==> src/rtl/pwtx_pkg.sv <==
package pwtx_pkg;
  // compare value source for a bit period
  typedef enum logic {
    SEL_ZERO = 1'b0,
    SEL_ONE  = 1'b1
  } cmp_sel_e;
endpackage

==> src/rtl/pwtx_slot.sv <==
module pwtx_slot #(
  parameter int DW = 8
) (
  input  logic          clk,
  input  logic          rst_n,
  input  logic          s_valid,
  input  logic [DW-1:0] s_data,
  output logic          s_ready,
  input  logic          take,
  output logic          full,
  output logic [DW-1:0] held
);
  assign s_ready = !full;

  always_ff @(posedge clk) begin
    if (!rst_n) begin
      full <= 1'b0;
      held <= '0;
    end else if (take) begin
      full <= 1'b0;
    end else if (s_valid && !full) begin
      full <= 1'b1;
      held <= s_data;
    end
  end
endmodule

==> src/rtl/pwtx_shifter.sv <==
module pwtx_shifter #(
  parameter int DW = 8
) (
  input  logic          clk,
  input  logic          rst_n,
  input  logic          tick,
  input  logic          full,
  input  logic [DW-1:0] held,
  output logic          take,
  output logic          start,
  output logic          stop,
  output logic          bit_next,
  output logic          busy,
  output logic          byte_done
);
  localparam int BW = $clog2(DW + 1);

  logic [DW-1:0] sh;
  logic [BW-1:0] left;
  logic          last, load, adv;

  assign last     = busy && (left == BW'(1));
  assign load     = tick && full && (!busy || last);
  assign adv      = tick && busy && !last;
  assign start    = load || adv;
  assign stop     = tick && last && !full;
  assign take     = load;
  assign bit_next = load ? held[DW-1] : sh[DW-2];

  always_ff @(posedge clk) begin
    if (!rst_n) begin
      sh        <= '0;
      left      <= '0;
      busy      <= 1'b0;
      byte_done <= 1'b0;
    end else begin
      byte_done <= tick && last;
      if (load) begin
        sh   <= held;
        left <= BW'(DW);
        busy <= 1'b1;
      end else if (adv) begin
        sh   <= {sh[DW-2:0], 1'b0};
        left <= left - BW'(1);
      end else if (stop) begin
        busy <= 1'b0;
        left <= '0;
      end
    end
  end
endmodule

==> src/rtl/pwtx_pulse.sv <==
module pwtx_pulse #(
  parameter int CW = 8
) (
  input  logic          clk,
  input  logic          rst_n,
  input  logic          start,
  input  logic          stop,
  input  logic          bit_next,
  input  logic          busy,
  input  logic          cnt_en,
  input  logic [CW-1:0] cmp_zero,
  input  logic [CW-1:0] cmp_one,
  input  logic          single_act,
  output logic          pulse,
  output logic [CW-1:0] cmp_q
);
  import pwtx_pkg::*;

  logic [CW-1:0] cnt, cnt_inc, cmp_new;
  logic          fired, hit;
  cmp_sel_e      sel;

  assign sel     = cmp_sel_e'(bit_next);
  assign cmp_new = (sel == SEL_ONE) ? cmp_one : cmp_zero;
  assign cnt_inc = cnt + CW'(1);
  assign hit     = (cnt_inc == cmp_q) && (cmp_q != '0);

  always_ff @(posedge clk) begin
    if (!rst_n) begin
      cnt   <= '0;
      cmp_q <= '0;
      pulse <= 1'b0;
      fired <= 1'b0;
    end else if (start) begin
      cnt   <= '0;
      cmp_q <= cmp_new;
      pulse <= (cmp_new != '0);
      fired <= 1'b0;
    end else if (stop || !busy) begin
      cnt   <= '0;
      pulse <= 1'b0;
      fired <= 1'b0;
    end else if (cnt_en) begin
      cnt <= cnt_inc;
      if (hit && !(single_act && fired)) begin
        pulse <= !pulse;
        fired <= 1'b1;
      end
    end
  end
endmodule

==> src/rtl/bitpulse_tx.sv <==
module bitpulse_tx #(
  parameter int DW = 8,
  parameter int CW = 8
) (
  input  logic          clk,
  input  logic          rst_n,
  input  logic          cnt_en,
  input  logic          baud_tick,
  input  logic          s_valid,
  input  logic [DW-1:0] s_data,
  output logic          s_ready,
  input  logic [CW-1:0] cmp_zero,
  input  logic [CW-1:0] cmp_one,
  input  logic          single_act,
  output logic          pulse_out,
  output logic          byte_done
);
  logic          take, full, start, stop, bit_next, busy;
  logic [DW-1:0] held;
  logic [CW-1:0] cmp_q;

  pwtx_slot #(.DW(DW)) u_slot (
    .clk(clk), .rst_n(rst_n), .s_valid(s_valid), .s_data(s_data),
    .s_ready(s_ready), .take(take), .full(full), .held(held)
  );

  pwtx_shifter #(.DW(DW)) u_shift (
    .clk(clk), .rst_n(rst_n), .tick(baud_tick), .full(full), .held(held),
    .take(take), .start(start), .stop(stop), .bit_next(bit_next),
    .busy(busy), .byte_done(byte_done)
  );

  pwtx_pulse #(.CW(CW)) u_pulse (
    .clk(clk), .rst_n(rst_n), .start(start), .stop(stop),
    .bit_next(bit_next), .busy(busy), .cnt_en(cnt_en),
    .cmp_zero(cmp_zero), .cmp_one(cmp_one), .single_act(single_act),
    .pulse(pulse_out), .cmp_q(cmp_q)
  );
endmodule

==> config.mk <==
export PLATFORM = sky130hd
export DESIGN_NAME = bitpulse_tx
export DESIGN_NICKNAME = d
export VERILOG_FILES = /design/src/rtl/pwtx_pkg.sv /design/src/rtl/pwtx_slot.sv /design/src/rtl/pwtx_shifter.sv /design/src/rtl/pwtx_pulse.sv /design/src/rtl/bitpulse_tx.sv
export SDC_FILE = /design/constraint.sdc
export NUM_CORES = 1
export LEC_CHECK = 0
export ABC_AREA = 1
export BUFFER_PORTS_ARGS = -buffer_cell sky130_fd_sc_hd__buf_2
export CORE_ASPECT_RATIO = 0.6
export CORE_UTILIZATION = 59
export CTS_BUF_LIST = sky130_fd_sc_hd__clkbuf_4 sky130_fd_sc_hd__clkbuf_8
export CTS_CLUSTER_DIAMETER = 40
export DETAILED_ROUTE_END_ITERATION = 8
export HOLD_SLACK_MARGIN = 0.02
export PLACE_DENSITY = 0.82
export SLEW_MARGIN = 10
export SYNTH_ARGS = -nofsm -noshare
export SYNTH_HDL_FRONTEND = slang
export SYNTH_SLANG_ARGS = --single-unit
==> constraint.sdc <==
create_clock -name clk -period 1.97 [get_ports clk]
set_input_delay 0.2955 -clock clk [delete_from_list [all_inputs] [get_ports clk]]
set_output_delay 0.2955 -clock clk [all_outputs]
set_load 0.02 [all_outputs]
---- Yosys cells after proc, flatten, opt, wreduce, memory -nomap -nowiden ----
Index checks and enable logic that the tools add are counted.
word-level totals
  flip-flop bits (word level) ............. 40
  latch bits .............................. 0
  memory bits (writable) .................. 0
  bits in read-only memories .............. 0
  input bits .............................. 30
  output and inout port bits .............. 3
  word-level logic and storage cells ...... 65
  memories ................................ 0
cells by class
  add/sub/neg operators ................... 2
  multipliers ............................. 0
  divide/modulo/power cells ............... 0
  magnitude comparators ................... 0
  equal/unequal tests ..................... 3
  shift operators ......................... 0
  muxes and demuxes ....................... 14
  bitwise logic cells ..................... 2
  reduce and logical (&&, ||, !) cells .... 33
operators with widths
  operator                                                                  number
  8-bit nonzero test                                                        2
  7-bit 2-to-1 mux                                                          2
  4-bit 2-to-1 mux                                                          3
  1-bit logical AND                                                         11
  3-bit nonzero test                                                        3
  8-bit by 1-bit adder with 8-bit output (second input constant)            1
  8-bit == test                                                             1
  1-bit 2-to-1 mux                                                          8
  8-bit 2-to-1 mux                                                          1
  2-bit AND reduction                                                       4
  2-bit nonzero test                                                        3
  1-bit zero test                                                           5
  4-bit by 1-bit == test with 1-bit output (second input constant)          1
  4-bit by 1-bit subtractor with 4-bit output (second input constant)       1
  1-bit logical OR                                                          3
  3-bit OR reduction                                                        1
  2-bit by 1-bit inequality test with 1-bit output (second input constant)  1
  1-bit inverter                                                            2
  2-bit OR reduction                                                        1

---- Logic depth before layout (Yosys ltp) ----
  depth after elaboration ................. 8
  mapped depth ............................ 15
  mapped depth without buffers ............ 14

---- Hierarchy ----
Synthesis repeated with hierarchy kept, for this count alone.
second synthesis, totals
  cells, all modules ...................... 387
  area, all modules ....................... 2,503.7 sq um
by module, submodules not included
  module        times used  cells an instance  area an instance (sq um)  seq. area each (sq um)
  pwtx_pulse    1           227                1,288.7                   360.3
  pwtx_shifter  1           103                804.5                     260.2
  pwtx_slot     1           57                 410.4                     180.2

---- Least setup slack after synthesis ----
Ideal clock, no wire load.
  path type ............................... register to register
  start ................................... register u_pulse.cnt[0]
  end ..................................... register u_pulse.pulse
  setup time .............................. 0.119 ns
  arrival time ............................ 1.426 ns
  required time ........................... 1.851 ns
  path slack .............................. 0.425 ns
  cell stages (with the launch flop) ...... 13
  buffers on the path ..................... 0
  period minus slack after synthesis ...... 1.545 ns
  path through ............................ dfxtp_1 -> ha_1 -> nand2_2 -> nor2_4 -> inv_2 -> nand2_1 -> nand2_1 -> nand2_1 -> nand2_1 -> nor2_2 -> nand3_2 -> o21bai_1 -> a21oi_2
between the ends
  cells in the longest elaborated chain, start to end .. 6
ends and longest elaborated chain
  element                                 RTL line          text
  start: declaration                      pwtx_pulse.sv:19  logic [CW-1:0] cnt, cnt_inc, cmp_new;
  start signal: assignment                pwtx_pulse.sv:44  cnt <= cnt_inc;
  8-bit by 1-bit adder with 8-bit output  pwtx_pulse.sv:25  assign cnt_inc = cnt + CW'(1);
  8-bit == test                           pwtx_pulse.sv:26  assign hit = (cnt_inc == cmp_q) && (cmp_q != '0);
  1-bit logical AND                       pwtx_pulse.sv:26
  1-bit logical AND                       pwtx_pulse.sv:45  if (hit && !(single_act && fired)) begin
  3-bit nonzero test (no source line)     --
  2-bit AND reduction (no source line)    --
  end signal: assignment                  pwtx_pulse.sv:37  pulse <= (cmp_new != '0);
  end signal: assignment                  pwtx_pulse.sv:46  pulse <= !pulse;
  end: declaration                        pwtx_pulse.sv:14  output logic pulse,
No other way between the ends.
A chain may end at the register's enable or synchronous reset.

---- Worst setup path in the final report ----
  start ................................... register u_shift.left[1]
  end ..................................... register u_pulse.pulse
between the ends
  cells in the longest elaborated chain, start to end .. 8
  elaborated cells on any way between the ends .. 18
  classes of those cells .................. eq/ne: 1; mux: 4; reduce/logical: 13
ends and longest elaborated chain
  element                                     RTL line            text
  start: declaration                          pwtx_shifter.sv:19  logic [BW-1:0] left;
  start signal: assignment                    pwtx_shifter.sv:40  left <= BW'(DW);
  start signal: assignment                    pwtx_shifter.sv:44  left <= left - BW'(1);
  4-bit by 1-bit == test with 1-bit output *  pwtx_shifter.sv:22  assign last = busy && (left == BW'(1));
  1-bit logical AND *                         pwtx_shifter.sv:22
  1-bit logical OR                            pwtx_shifter.sv:23  assign load = tick && full && (!busy || last);
  1-bit logical AND                           pwtx_shifter.sv:23
  1-bit 2-to-1 mux                            pwtx_shifter.sv:28  assign bit_next = load ? held[DW-1] : sh[DW-2];
  8-bit 2-to-1 mux                            pwtx_pulse.sv:24    assign cmp_new = (sel == SEL_ONE) ? cmp_one : cmp_zero;
  8-bit nonzero test                          pwtx_pulse.sv:37
  1-bit 2-to-1 mux                            pwtx_pulse.sv:34    end else if (start) begin
Every way passes the cells marked *; elsewhere a longest branch is shown, timed or not.

==> reports/qor.csv <==
stage,metric,value,unit
run_status,outcome,"complete, no violations",
cells_and_area,Finished Layout Cells,419,
logic_synthesis,Avg Synthesized Cell Area,6.58,um2
critical_path,worst path required time,2.16,ns
power_and_ir_drop,maximum VDD drop,0.586,mV
floorplan,I/O pin count,33,
critical_path,type of origin of the critical path,flop,
logic_synthesis,area share of the largest cell type after synthesis,36.1,%
clock_network,TritonCTS clock tree,yes,
global_route,vias in the first global route,1860,
cells_and_area,diode count,0,
clock_network,"Clk Latency, worst-skew pair",0.29,ns
route,DRC Markers,0,
cells_and_area,fraction of layout cells with a size suffix above 1,18.2,%
floorplan,die area,0.00401,mm2
logic_synthesis,Post-synth EDFFs,0,
placed_design,Routability Congestion,0.892,
logic_synthesis,top_reg_cell synth,dfxtp_1,
cells_and_area,Nets,406,
floorplan,Initial Util,64.7,%
power_and_ir_drop,internal power,1.33,mW
cells_and_area,FF+latch area,801,um2
logic_synthesis,syn nets,370,
sta,fin crit share,91.2,%
floorplan,Die W,81.1,um
sta,Max Fclk,557,MHz
route,vias,2081,
floorplan,Die Y-Extent,49.5,um
clock_network,number of CTS-inserted buffers,5,
power_and_ir_drop,net switching power,554,uW
logic_synthesis,register bit count reported by yosys,40,
floorplan,Core Rows,16,
power_and_ir_drop,Flop pwr share,48.7,%
sta,Setup Total Neg Slack,0,ns
logic_synthesis,post-synthesis sequential area ratio,36.1,%
flow_run,max cap viols,0,
clock_network,clock sinks,40,
logic_synthesis,Yosys top cell by area,dfxtp_1,
power_and_ir_drop,switching fraction of total power,29.4,%
global_route,first-pass GRT wire length,8.39,mm
cells_and_area,area of the multi-input gates,0.00112,mm2
critical_path,Setup CP Type,reg2reg,
placed_design,Placed Instances,410,
global_route,largest net degree at the start of global routing,24,
logic_synthesis,ys async rst share,0,%
sta,setup violators final,0,
sta,Clock Skew,0.0101,ns
logic_synthesis,Synth top cells by count,"93 x nand2_1, 67 x inv_1, 40 x dfxtp_1",
global_route,GR Util All Layers,27.9,%
min_path,HP Class,in2reg,
global_route,met2 GRT Util,36.3,%
clock_network,clock root cell,clkbuf_8,
placed_design,PortBufs,32,
clock_network,H-tree level count,2,
sta,minimum clock period,1.80,ns
route,DRT iter0 DRCs,162,
logic_synthesis,Syn Std Cell Area,0.00222,mm2
route,via density per instance,4.97,
sta,Max-slew headroom,76.2,%
route,Routed Antenna Nets,0,
logic_synthesis,yosys warns,0,
critical_path,crit-path max FO,8,
clock_network,clk slew on worst S/H paths,0.08,ns
cells_and_area,final core utilization,74.0,%
floorplan,core box area,0.00342,mm2
global_route,initial antenna violation count,0,
logic_synthesis,Syn Inst Count,337,
global_route,total grt overflow,0,
power_and_ir_drop,clock power share,31.1,%
power_and_ir_drop,Pleak,1.32,nW
sta,Pins Over Slew Limit,0,
critical_path,Worst EP arrival,1.98,ns
sta,unrepaired setup endpoints after global routing,no,
route,drt wl/cell,11.7,um
cells_and_area,P&R area growth vs syn,14.4,%
power_and_ir_drop,cell area power density,744,mW/mm2
logic_synthesis,Synth cell types,28,
global_route,"Most Used Layer, Global Route",met1,
sta,Worst-Margin Slew,0.356,ns
power_and_ir_drop,Logic pwr share,20.2,%
logic_synthesis,ranking of synthesized cells by area,"dfxtp_1 36%, nand2_1 16%, inv_1 11%",
global_route,global-route met3 utilization,6.67,%
global_route,GR Util met1,44.7,%
critical_path,Worst setup EP type,flop,
placed_design,Detail Placement HPWL,3.72,mm
route,drt first pass iters,4,
clock_network,clock tree buffer depth,2,
sta,final hold vios,0,
cells_and_area,Layout fillers,279,
logic_synthesis,most frequent cell after synthesis,nand2_1,
route,total routed wirelength,4.89,mm
-- metrics by stage --
stage	hold WS, ns	setup slack, ns	power [mW]	area, um2
6_report	0.224	0.174	1.89	2530
4_1_cts	0.223	0.0872	1.89	2520
2_1_floorplan	0.425	0.425	1.20	2220
3_3_place_gp	0.444	0.208	1.29	2420
5_1_grt	0.236	0.0211	2.00	2530
3_5_place_dp	0.446	0.125	1.30	2420
-- kinds of logic (layout without fill, tap and decap cells) --
kind of cell               Yosys count  in the layout  share of synthesized area [%]
and+or+nand+nor                    155            155                           31.7
AOI/OAI and AO/OA                   58             58                           15.6
DFF                                 40             40                           36.1
buffers and inverters               78            115                           13.6
xor gates and xnor gates             3              3                           1.19
adders and majority gates            3              3                           1.69
-- power by group through the flow --
| stage | logic (mW) | clock network (mW) | registers, mW |
|---|---|---|---|
| 6_report | 0.381 | 0.586 | 0.918 |
| 5_1_grt | 0.436 | 0.638 | 0.927 |
| 4_1_cts | 0.374 | 0.594 | 0.918 |
| 3_3_place_gp | 0.360 | 0 | 0.934 |
| 3_5_place_dp | 0.369 | 0 | 0.935 |
| 2_1_floorplan | 0.275 | 0 | 0.928 |
-- cell usage in the layout (no fill, tap or decap) --
cell | Yosys | final
inv_1 | 67 | 67
a31oi_1 | 1 | 1
inv_2 | 4 | 4
nand2_4 | 2 | 4
o21ai_1 | 2 | 2
a21oi_1 | 15 | 15
nand2_1 | 93 | 93
buf_4 | 0 | 4
nand3_2 | 3 | 3
nor2_4 | 3 | 3
xnor2_1 | 1 | 1
nor2_1 | 17 | 17
nand2_2 | 7 | 5
buf_2 | 1 | 32
o211ai_1 | 13 | 13
dfxtp_1 | 40 | 40
o21ai_0 | 18 | 18
clkbuf_4 | 0 | 2
ha_1 | 3 | 3
xor2_1 | 2 | 2
o22ai_1 | 1 | 1
nor2_2 | 4 | 4
nand3_1 | 20 | 20
o21bai_1 | 7 | 7
clkbuf_8 | 0 | 6
a21oi_2 | 1 | 1
nor3_1 | 4 | 4
nand3b_1 | 2 | 2
-- worst paths after layout --
kind	from	end	slack (ns)	depth (start not counted)
setup reg to reg	u_shift.left[1]$_SDFFE_PP0P_	u_pulse.pulse$_SDFFE_PN0P_	0.17	14
hold reg to reg	u_slot.held[5]$_SDFFE_PN0P_	u_slot.held[5]$_SDFFE_PN0P_	0.45	2
hold / removal	s_data[6]	u_slot.held[6]$_SDFFE_PN0P_	0.22	3
setup / recovery	u_shift.left[1]$_SDFFE_PP0P_	u_pulse.pulse$_SDFFE_PN0P_	0.17	14
-- what timing repair did --
action	4_1_cts	5_1_grt
setup buffers	0	1
hold endpoints to repair	0	0
hold buffers	0	0
resized for setup	0	2
endpoints found under the setup margin	0	1
-- final cells by class --
type / count / share of cell area (%)
clock buffers: 8 / 3.85
inverters: 71 / 10.5
flip-flops and latches: 40 / 31.6
multi-input cells: 219 / 44.3
well taps: 45 / 2.22
repair buffers: 36 / 7.50
-- metal layers --
| metal | wire, um | part of all wire (%) |
|---|---|---|
| met2 | 1840 | 38 |
| met1 | 2630 | 54 |
| met4 | 44 | 0.90 |
| met3 | 382 | 7.8 |
| met5 | 0 | 0 |
-- sequential cells by signal, indices dropped and copies added, names as in the netlist --
signal             cells
u_pulse.cnt            8
u_pulse.pulse          1
u_shift.sh             7
u_pulse.cmp_q          8
u_shift.left           4
u_shift.busy           1
u_pulse.fired          1
u_slot.held            8
u_slot.full            1
u_shift.byte_done      1
-- worst max-delay path, cell delays in order (launching register included) --
cell and delay [ns]:
dfxtp_1 0.35, inv_1 0.08, ha_1 0.19, nand2_2 0.09
nand2_2 0.09, nand2_4 0.11, nand2_1 0.11, nand2_4 0.12
nand2_1 0.06, nand2_1 0.07, nand2_1 0.06, nor2_1 0.13
nand2_1 0.08, nand2_1 0.08, a21oi_2 0.05
No activity file was read; power rests on OpenSTA's default activity.
